[config.mk]
export PLATFORM = sky130hd
export DESIGN_NAME = sdiv_unit
export DESIGN_NICKNAME = d
export VERILOG_FILES = /design/src/rtl/sdiv_pkg.sv /design/src/rtl/sdiv_operand.sv /design/src/rtl/sdiv_core.sv /design/src/rtl/sdiv_fixup.sv /design/src/rtl/sdiv_unit.sv
export SDC_FILE = /design/constraint.sdc
export NUM_CORES = 1
export LEC_CHECK = 0
export ABC_AREA = 1
export BUFFER_PORTS_ARGS = -buffer_cell sky130_fd_sc_hd__buf_2
export CAP_MARGIN = 10
export CELL_PAD_IN_SITES_DETAIL_PLACEMENT = 2
export CELL_PAD_IN_SITES_GLOBAL_PLACEMENT = 2
export CORE_ASPECT_RATIO = 0.6
export CORE_MARGIN = 2
export CORE_UTILIZATION = 37
export CTS_CLUSTER_DIAMETER = 30
export DETAILED_ROUTE_END_ITERATION = 10
export PLACE_DENSITY_LB_ADDON = 0.1
export SETUP_SLACK_MARGIN = 0.2
export SLEW_MARGIN = 5
export SYNTH_ARGS = -nofsm -noshare
export SYNTH_HDL_FRONTEND = slang
export SYNTH_HIERARCHICAL = 1
export SYNTH_SLANG_ARGS = --single-unit
[constraint.sdc]
create_clock -name clk -period 7.8 [get_ports clk]
set_clock_uncertainty 0.05 [all_clocks]
set_input_delay 0.78 -clock clk [delete_from_list [all_inputs] [get_ports clk]]
set_output_delay 0.78 -clock clk [all_outputs]
set_load 0.05 [all_outputs]
[src/rtl/sdiv_pkg.sv]
package sdiv_pkg;
   localparam int unsigned ADDR_W = 5;

   // register slot selected by addr[4:2]
   typedef enum logic [2:0] {
      SLOT_DIVISOR = 3'd0,
      SLOT_DVD32   = 3'd1,
      SLOT_STATUS  = 3'd2,
      SLOT_SPARE   = 3'd3,
      SLOT_HIGH    = 3'd4,
      SLOT_LOW     = 3'd5,
      SLOT_MIR_HI  = 3'd6,
      SLOT_MIR_LO  = 3'd7
   } slot_e;
endpackage

[src/rtl/sdiv_operand.sv]
module sdiv_operand #(
   parameter int W = 32
) (
   input  logic           is_short,
   input  logic [W-1:0]   dvd_lo,
   input  logic [W-1:0]   dvd_hi,
   input  logic [W-1:0]   dsr,
   output logic [2*W-1:0] dvd_mag,
   output logic [W-1:0]   dsr_mag,
   output logic           dvd_neg,
   output logic           quo_neg
);
   localparam int SW = 2 * W;

   logic [SW-1:0] dvd_full;
   logic          dsr_neg;

   assign dvd_full = is_short ? {{W{dvd_lo[W-1]}}, dvd_lo} : {dvd_hi, dvd_lo};
   assign dvd_neg  = dvd_full[SW-1];
   assign dsr_neg  = dsr[W-1];
   assign dvd_mag  = dvd_neg ? -dvd_full : dvd_full;
   assign dsr_mag  = dsr_neg ? -dsr : dsr;
   assign quo_neg  = dvd_neg ^ dsr_neg;
endmodule

[src/rtl/sdiv_core.sv]
module sdiv_core #(
   parameter int W          = 32,
   parameter bit FAST_SHORT = 1'b1
) (
   input  logic           clk,
   input  logic           rst_n,
   input  logic           start,
   input  logic           is_short,
   input  logic [2*W-1:0] dvd_mag,
   input  logic [W-1:0]   dsr_mag,
   output logic           done,
   output logic [2*W-1:0] quo_mag,
   output logic [W-1:0]   rem_mag
);
   localparam int SW    = 2 * W;
   localparam int CNT_W = $clog2(SW + 1);

   logic [W-1:0]     rem_q;
   logic [SW-1:0]    acc_q;
   logic [W-1:0]     dsr_q;
   logic [CNT_W-1:0] cnt_q;
   logic [W:0]       shifted;
   logic [W+1:0]     diff;
   logic             fits;
   logic [SW-1:0]    load_acc;
   logic [CNT_W-1:0] load_cnt;
   logic             unused_diff;

   assign shifted     = {rem_q, acc_q[SW-1]};
   assign diff        = {1'b0, shifted} - {2'b00, dsr_q};
   assign fits        = ~diff[W+1];
   assign unused_diff = diff[W];

   generate
      if (FAST_SHORT) begin : g_fast
         // a sign-extended single word has an all-zero upper magnitude
         assign load_acc = is_short ? {dvd_mag[W-1:0], {W{1'b0}}} : dvd_mag;
         assign load_cnt = is_short ? CNT_W'(W) : CNT_W'(SW);
      end else begin : g_full
         logic unused_short;
         assign unused_short = is_short;
         assign load_acc     = dvd_mag;
         assign load_cnt     = CNT_W'(SW);
      end
   endgenerate

   always_ff @(posedge clk) begin
      if (!rst_n) begin
         rem_q <= '0;
         acc_q <= '0;
         dsr_q <= '0;
         cnt_q <= '0;
         done  <= 1'b0;
      end else begin
         done <= 1'b0;
         if (start) begin
            rem_q <= '0;
            acc_q <= load_acc;
            dsr_q <= dsr_mag;
            cnt_q <= load_cnt;
         end else if (cnt_q != '0) begin
            rem_q <= fits ? diff[W-1:0] : shifted[W-1:0];
            acc_q <= {acc_q[SW-2:0], fits};
            cnt_q <= cnt_q - CNT_W'(1);
            if (cnt_q == CNT_W'(1)) done <= 1'b1;
         end
      end
   end

   assign quo_mag = acc_q;
   assign rem_mag = rem_q;
endmodule

[src/rtl/sdiv_fixup.sv]
module sdiv_fixup #(
   parameter int W = 32
) (
   input  logic [2*W-1:0] quo_mag,
   input  logic [W-1:0]   rem_mag,
   input  logic           quo_neg,
   input  logic           rem_neg,
   output logic [W-1:0]   quo,
   output logic [W-1:0]   rem
);
   localparam int SW = 2 * W;
   localparam logic [SW-1:0] POS_LIM = {{(W+1){1'b0}}, {(W-1){1'b1}}};
   localparam logic [SW-1:0] NEG_LIM = {{W{1'b0}}, 1'b1, {(W-1){1'b0}}};
   localparam logic [W-1:0]  MAX_V   = {1'b0, {(W-1){1'b1}}};
   localparam logic [W-1:0]  MIN_V   = {1'b1, {(W-1){1'b0}}};

   logic ovf;

   assign ovf = quo_neg ? (quo_mag > NEG_LIM) : (quo_mag > POS_LIM);

   always_comb begin
      if (ovf)          quo = quo_neg ? MIN_V : MAX_V;
      else if (quo_neg) quo = -quo_mag[W-1:0];
      else              quo = quo_mag[W-1:0];
      rem = rem_neg ? -rem_mag : rem_mag;
   end
endmodule

[src/rtl/sdiv_unit.sv]
module sdiv_unit #(
   parameter int W          = 32,
   parameter bit FAST_SHORT = 1'b1
) (
   input  logic                      clk,
   input  logic                      rst_n,
   input  logic                      wr_en,
   input  logic [sdiv_pkg::ADDR_W-1:0] addr,
   input  logic [W-1:0]              wdata,
   output logic [W-1:0]              rdata,
   output logic                      busy
);
   import sdiv_pkg::*;

   localparam int SW = 2 * W;

   initial begin : p_param_chk
      if (W < 8) $error("sdiv_unit: W must be at least 8");
   end

   logic [W-1:0] div_q, dvd_q, hi_q, lo_q, mhi_q, mlo_q;
   logic         busy_q, short_q, quo_neg_q, rem_neg_q;
   slot_e        slot;
   logic         wr_ok, launch_any, zero_dsr, launch, is_short;
   logic [SW-1:0] dvd_mag, quo_mag;
   logic [W-1:0]  dsr_mag, rem_mag, quo_fix, rem_fix;
   logic          dvd_neg, quo_neg, core_done;
   logic [1:0]    unused_lsb;

   assign unused_lsb = addr[1:0];
   assign slot       = slot_e'(addr[4:2]);
   assign wr_ok      = wr_en & ~busy_q;
   assign is_short   = (slot == SLOT_DVD32);
   assign launch_any = wr_ok & ((slot == SLOT_DVD32) | (slot == SLOT_LOW));
   assign zero_dsr   = (div_q == '0);
   assign launch     = launch_any & ~zero_dsr;

   sdiv_operand #(.W(W)) u_operand (
      .is_short (is_short),
      .dvd_lo   (wdata),
      .dvd_hi   (hi_q),
      .dsr      (div_q),
      .dvd_mag  (dvd_mag),
      .dsr_mag  (dsr_mag),
      .dvd_neg  (dvd_neg),
      .quo_neg  (quo_neg)
   );

   sdiv_core #(.W(W), .FAST_SHORT(FAST_SHORT)) u_core (
      .clk      (clk),
      .rst_n    (rst_n),
      .start    (launch),
      .is_short (is_short),
      .dvd_mag  (dvd_mag),
      .dsr_mag  (dsr_mag),
      .done     (core_done),
      .quo_mag  (quo_mag),
      .rem_mag  (rem_mag)
   );

   sdiv_fixup #(.W(W)) u_fixup (
      .quo_mag  (quo_mag),
      .rem_mag  (rem_mag),
      .quo_neg  (quo_neg_q),
      .rem_neg  (rem_neg_q),
      .quo      (quo_fix),
      .rem      (rem_fix)
   );

   always_ff @(posedge clk) begin
      if (!rst_n) begin
         div_q     <= '0;
         dvd_q     <= '0;
         hi_q      <= '0;
         lo_q      <= '0;
         mhi_q     <= '0;
         mlo_q     <= '0;
         busy_q    <= 1'b0;
         short_q   <= 1'b0;
         quo_neg_q <= 1'b0;
         rem_neg_q <= 1'b0;
      end else if (core_done) begin
         hi_q   <= rem_fix;
         mhi_q  <= rem_fix;
         lo_q   <= quo_fix;
         mlo_q  <= quo_fix;
         if (short_q) dvd_q <= quo_fix;
         busy_q <= 1'b0;
      end else if (wr_ok) begin
         case (slot)
            SLOT_DIVISOR: div_q <= wdata;
            SLOT_HIGH:    hi_q  <= wdata;
            SLOT_DVD32, SLOT_LOW: begin
               if (is_short) dvd_q <= wdata;
               else          lo_q  <= wdata;
               if (zero_dsr) begin
                  hi_q  <= '0;
                  lo_q  <= '0;
                  mhi_q <= '0;
                  mlo_q <= '0;
               end else begin
                  busy_q    <= 1'b1;
                  short_q   <= is_short;
                  quo_neg_q <= quo_neg;
                  rem_neg_q <= dvd_neg;
               end
            end
            default: ;
         endcase
      end
   end

   always_comb begin
      case (slot)
         SLOT_DIVISOR: rdata = div_q;
         SLOT_DVD32:   rdata = dvd_q;
         SLOT_STATUS:  rdata = {{(W-1){1'b0}}, busy_q};
         SLOT_HIGH:    rdata = hi_q;
         SLOT_LOW:     rdata = lo_q;
         SLOT_MIR_HI:  rdata = mhi_q;
         SLOT_MIR_LO:  rdata = mlo_q;
         default:      rdata = '0;
      endcase
   end

   assign busy = busy_q;
endmodule

# After elaboration in Yosys (flattened, before gate mapping)
# Index checks and enable logic that the tools add are counted.
# Widths: inputs -> output; s select.
dict set report classes {
  eq_ne 10
  reduce_logical 20
  n_bitwise 11
  muxes 35
  order_cmp 2
  n_addsub 6
}
# cell n
set op_table {}
lappend op_table {{$mux 32} 23}
lappend op_table {{$mux 64} 5}
lappend op_table {{$pmux 32 s7} 1}
lappend op_table {{$neg 32->32} 3}
lappend op_table {{$gt 64x31->1 const B} 1}
lappend op_table {{$gt 64x32->1 const B} 1}
lappend op_table {{$neg 64->64} 1}
lappend op_table {{$pmux 32 s2} 1}
lappend op_table {{$sub 33x32->34} 1}
lappend op_table {{$logic_not 32->1} 1}
lappend op_table {{$mux 7} 3}
lappend op_table {{$reduce_and 3->1} 5}
lappend op_table {{$eq 3x3->1 const B} 4}
lappend op_table {{$reduce_bool 2->1} 5}
lappend op_table {{$reduce_and 4->1} 2}
lappend op_table {{$eq 7x1->1 const B} 1}
lappend op_table {{$reduce_bool 7->1} 1}
lappend op_table {{$sub 7x1->7 const B} 1}
lappend op_table {{$not 1->1} 6}
lappend op_table {{$reduce_or 2->1} 3}
lappend op_table {{$and 1x1->1} 3}
lappend op_table {{$eq 3x1->1 const B} 1}
lappend op_table {{$eq 3x2->1 const B} 1}
lappend op_table {{$logic_not 3->1} 1}
lappend op_table {{8 further kinds} 9}
dict set report totals {
  wordCells 99
  output_inout_bits 33
  reg_bits 332
}

# Longest topological paths before layout
dict set report depth {
  ltp_word 6
  ltp_mapped 21
}

# By module
# The synthesis kept the hierarchy.
# mod instances area_per_inst_um2 cells_each seq_area_each_um2
set modules_own_cells {}
lappend modules_own_cells {sdiv_unit 1 8947.3 1273 3923.8}
lappend modules_own_cells {sdiv_core 1 8780.9 1391 2722.6}
lappend modules_own_cells {sdiv_operand 1 3438.3 736 0.0}
lappend modules_own_cells {sdiv_fixup 1 2438.6 505 0.0}

# Worst setup path after synthesis
# OpenSTA, ideal clock, no wires.
dict set report synth_timing {
  kind {input port to flip-flop}
  startpoint {input addr[3] (netlist name)}
  endpoint {register u_core.acc_q[37] (netlist: u_core/quo_mag[37])}
  stages 19
  path_buffers 2
  t_required_ns 7.634
  setup_time_ns 0.116
  path_slack_ns 4.759
  t_arrival_ns 2.876
  cell_sequence {inv_1 -> nand2_2 -> nor2_4 -> clkbuf_1 -> inv_2 -> buf_6 -> nand2_1 -> inv_1 -> nor2_1 -> nand2_1 -> nor2_1 -> nand2_1 -> nand2_1 -> xor2_1 -> inv_1 -> inv_1 -> o221ai_1 -> o21ai_0 -> nor2_1}
}
dict set report synth_via {
  elab_chain_len 6
}
# item line_no
set synth_rtl {}
lappend synth_rtl {{start: declaration} sdiv_unit.sv:8} ;# input logic [sdiv_pkg::ADDR_W-1:0] addr,
lappend synth_rtl {{$eq 3x1->1 (*)} sdiv_unit.sv:33} ;# assign is_short = (slot == SLOT_DVD32);
lappend synth_rtl {{named net is_short} sdiv_unit.sv:24} ;# logic wr_ok, launch_any, zero_dsr, launch, is_short;
lappend synth_rtl {{$mux 64 (*)} sdiv_operand.sv:18} ;# assign dvd_full = is_short ? {{W{dvd_lo[W-1]}}, dvd_lo} : {dvd_hi, dvd_lo};
lappend synth_rtl {{$neg 64->64} sdiv_operand.sv:21} ;# assign dvd_mag = dvd_neg ? -dvd_full : dvd_full;
lappend synth_rtl {{$mux 64 (*)} sdiv_operand.sv:21}
lappend synth_rtl {{named net dvd_mag[37]} sdiv_unit.sv:25} ;# logic [SW-1:0] dvd_mag, quo_mag;
lappend synth_rtl {{$mux 64 (*)} sdiv_core.sv:37} ;# assign load_acc = is_short ? {dvd_mag[W-1:0], {W{1'b0}}} : dvd_mag;
lappend synth_rtl {{$mux 64 (*)} sdiv_core.sv:56} ;# if (start) begin
lappend synth_rtl {{end signal: assignment} sdiv_core.sv:58} ;# acc_q <= load_acc;
lappend synth_rtl {{end signal: assignment} sdiv_core.sv:63} ;# acc_q <= {acc_q[SW-2:0], fits};
lappend synth_rtl {{end: declaration} sdiv_core.sv:19} ;# logic [SW-1:0] acc_q;
# The timed path passes the listed nets; every way through them passes the cells marked *.
# A chain may end at the register's enable or synchronous reset.

# Final worst setup path
dict set report layout_timing {
  startpoint {input addr[3] (netlist name)}
  endpoint {register u_core.acc_q[40] (netlist: u_core/quo_mag[40])}
}
# item line_no
set layout_lines {}
lappend layout_lines {{$eq 3x1->1} sdiv_unit.sv:33}
lappend layout_lines {{$mux 64} sdiv_operand.sv:18}
lappend layout_lines {{named net dvd_neg} sdiv_unit.sv:27} ;# logic dvd_neg, quo_neg, core_done;
lappend layout_lines {{$mux 64} sdiv_operand.sv:21}
lappend layout_lines {{named net dvd_mag[40]} sdiv_unit.sv:25}
lappend layout_lines {{$mux 64} sdiv_core.sv:37}
lappend layout_lines {{$mux 64} sdiv_core.sv:56}
# The timed path passes the listed nets, and every way through them passes these cells.

==> flow_metrics.tcl <==
set metrics [dict create \
    root_buffer "clkbuf_16" \
    path_class "in -> reg" \
    dieArea_um2 65900 \
    reg2reg_slack_ns 3.68 \
    rows 71 \
    synth_edf_count 0 \
    endpoint_kind "register" \
    hp-class "reg -> reg" \
    first_global_vias 29500 \
    rsz0062_at_grt "no" \
    clk_pin_slew_ns 0.05 \
    violations "DRC, capacitance limit" \
    grt.total_usage 0.383 \
    yosysTopAreaCell "dfxtp_1" \
    yosysMostFrequentCell "nand2_1" \
    holdBufCountCts 0 \
    first_iter_violations 2589 \
    whs_ns 0.418 \
    hold-path-endpoint "mhi_q[4]$_SDFFE_PN0P_" \
    placeableCoreArea_um2 62900 \
    globalplace.congestion 1.02 \
    power_density_nw_per_um2 439 \
    synth-warning-count 6 \
    finalInstanceArea_um2 27000 \
    die_w_um 330 \
    worst_setup_path_start_kind "input pin" \
    power_w 0.0119 \
    antenna_found_initial 5 \
    yosys_register_bits 332 \
    report.final.slew_viol_count 0 \
    fillers 7743 \
    cts-resized-gates 0 \
    cts_buffers 78 \
    ys_async_sr_fraction 0 \
    grt-ovfl-total 0 \
    grt_max_degree 133 \
    netlist_area_um2 23600 \
    vdd_drop_max_v 0.000249 \
    synth_area_leaders "dfxtp_1 28%, nand2_1 17%, nor2_1 9.4%" \
    clock.fmax_ghz 0.216 \
    wire_per_inst_um 26.8 \
    dr.pass1.iters 9 \
    slew_headroom 0.00761 \
    drtAntennaViolNets 0 \
    timing.reg2reg.worst_path_depth 14 \
    cts_setup_buffers 0 \
    seq_area_frac_synth 0.282 \
    hold_violations 0 \
    syn_nets 3985 \
    synth_top_cell_area_share 0.282 \
    critPathArrivalTime_ns 5.14 \
    cap_violations 1 \
    grt_pass1_wl_um 190000 \
    cts_tree "yes" \
    vias 28400 \
    nNetsFinal 3965 \
    die_h_um 200 \
    numPortBuffers 70 \
    r2r-start "u_core/cnt_q[0]$_SDFFE_PN0P_" \
    area_growth_pct 14.6 \
    cts_sinks 332 \
    finalSetupViolations 0 \
    wl_um 129000 \
    drive_above_1_share 0.0856 \
    syn_avg_cell_area_um2 6.04 \
    syn_inst 3905 \
    min_from "mhi_q[4]$_SDFFE_PN0P_" \
    power.leakage_nw 12.8 \
    tightest_slew_ns 1.48 \
    io_pins 73 \
    status "finished, violations left" \
    dp_hpwl_um 90800 \
    required_ns 8.31 \
    drc 6 \
    r2r-end "u_core/quo_mag[26]$_SDFFE_PN0P_" \
    start_util 0.375 \
    layout_min_cycle_time_ns 4.64 \
    h-tree-depth 3 \
    utilization 0.430 \
    yosysUniqueCellTypes 56 \
    ys.flop_type "dfxtp_1" \
    fin_crit_sh 0.594 \
    insertion_delay_ns 0.64 \
    vias_per_cell 5.92 \
    setup_tns_ns 0 \
    place_area_um2 24300 \
    whs_path_depth 2 \
    cts_buffer_depth 3 \
    cp_max_fo 31 \
    synth_common_cells "1062 x nand2_1, 593 x nor2_1, 428 x inv_1" \
]
## layer usage
layer | part of all wire | routed length [µm] | GRT usage
met1 | 0.47 | 60300 | 0.552
met5 | 0.000070 | 9 | 0
met4 | 0.027 | 3530 | 0.121
met2 | 0.41 | 52400 | 0.550
met3 | 0.097 | 12400 | 0.0984
## cells by family after synthesis
logic type,count (synthesis),synth area share
compound gates,701,0.175
simple gates,2049,0.358
flops,332,0.282
xor+xnor,133,0.0493
fa+ha+maj,40,0.0215
buf+inv,650,0.114
## critical path, stage by stage
cell and delay [ns]:
buf_2 0.14, inv_1 0.13, nand2_2 0.13, nor2_4 0.66
inv_2 0.50, nand2_1 0.32, nand2_4 0.27, inv_1 0.61
a21oi_1 0.11, nor2_2 0.39, xnor2_1 0.37, inv_1 0.14
o221ai_1 0.20, o21ai_0 0.13, nor2_1 0.18
## layout make-up
class                           instances  area [µm²]  area share
Sequential cell                       332        6650       0.246
Clock inverter                         39         508      0.0188
Inverter                              450        1690      0.0626
Clock buffer                          106        2250      0.0832
Tap cell                              839        1050      0.0388
Multi-Input combinational cell       2923       14300       0.529
Timing Repair Buffer                  100         582      0.0215
Antenna cell                            3        7.51    0.000278
## cell usage in the layout, fill, tap and decap left out, types with 5 or more instances in the layout
master / instances
nand2_1: 1059
nor2_1: 591
inv_1: 422
dfxtp_1: 331
nand3_1: 252
a21oi_1: 222
o21ai_0: 200
xor2_1: 92
clkbuf_16: 80
buf_2: 69
o21ai_1: 66
xnor2_1: 41
ha_1: 39
a221oi_1: 33
a31oi_1: 33
o21a_1: 32
o221ai_1: 32
a211oi_1: 31
nand4_1: 30
a22oi_1: 30
buf_4: 30
nand2_2: 25
nor2_2: 21
nor3_1: 21
inv_2: 20
nand3b_1: 16
clkbuf_8: 15
clkinvlp_4: 11
clkbuf_1: 11
clkinv_2: 10
bufinv_16: 8
clkinv_1: 7
nor4_1: 7
nor2_4: 6
nand2_4: 5
## worst max path at each step
stage / slack [ns] / depth (start not counted) / start / to
after floorplan: 4.76 / 19 / addr[3] / u_core/quo_mag[37]$_SDFFE_PN0P_
after global placement: 3.08 / 15 / addr[3] / u_core/quo_mag[40]$_SDFFE_PN0P_
after detailed placement: 2.90 / 15 / addr[3] / u_core/quo_mag[40]$_SDFFE_PN0P_
after CTS: 3.44 / 15 / addr[3] / u_core/quo_mag[40]$_SDFFE_PN0P_
after global routing: 3.10 / 15 / addr[3] / u_core/quo_mag[40]$_SDFFE_PN0P_
final: 3.16 / 15 / addr[3] / u_core/quo_mag[40]$_SDFFE_PN0P_
## through the flow
stage | cells | setup WS (ns)
final | 4792 | 3.16
after global routing | 4790 | 3.10
after CTS | 4789 | 3.44
after detailed placement | 4644 | 2.90
after global placement | 4644 | 3.08
after floorplan | 3905 | 4.76
## power by group
part	switching, W	internal [W]	leakage [nW]
registers	0.000488	0.00208	2.71
logic	0.00424	0.00157	8.74
clock network	0.00120	0.00230	1.32
total	0.00593	0.00595	12.8
## registers in the layout, indices dropped and copies added, names as in the netlist
register	cells
mlo_q	32
div_q	32
short_q	1
hi_q	32
u_core/dsr_q	32
quo_neg_q	1
rem_neg_q	1
lo_q	32
busy	1
u_core/rem_mag	32
u_core/cnt_q	7
u_core/done	1
mhi_q	32
dvd_q	32
u_core/quo_mag	64
Power figures use the tool's default switching activity.
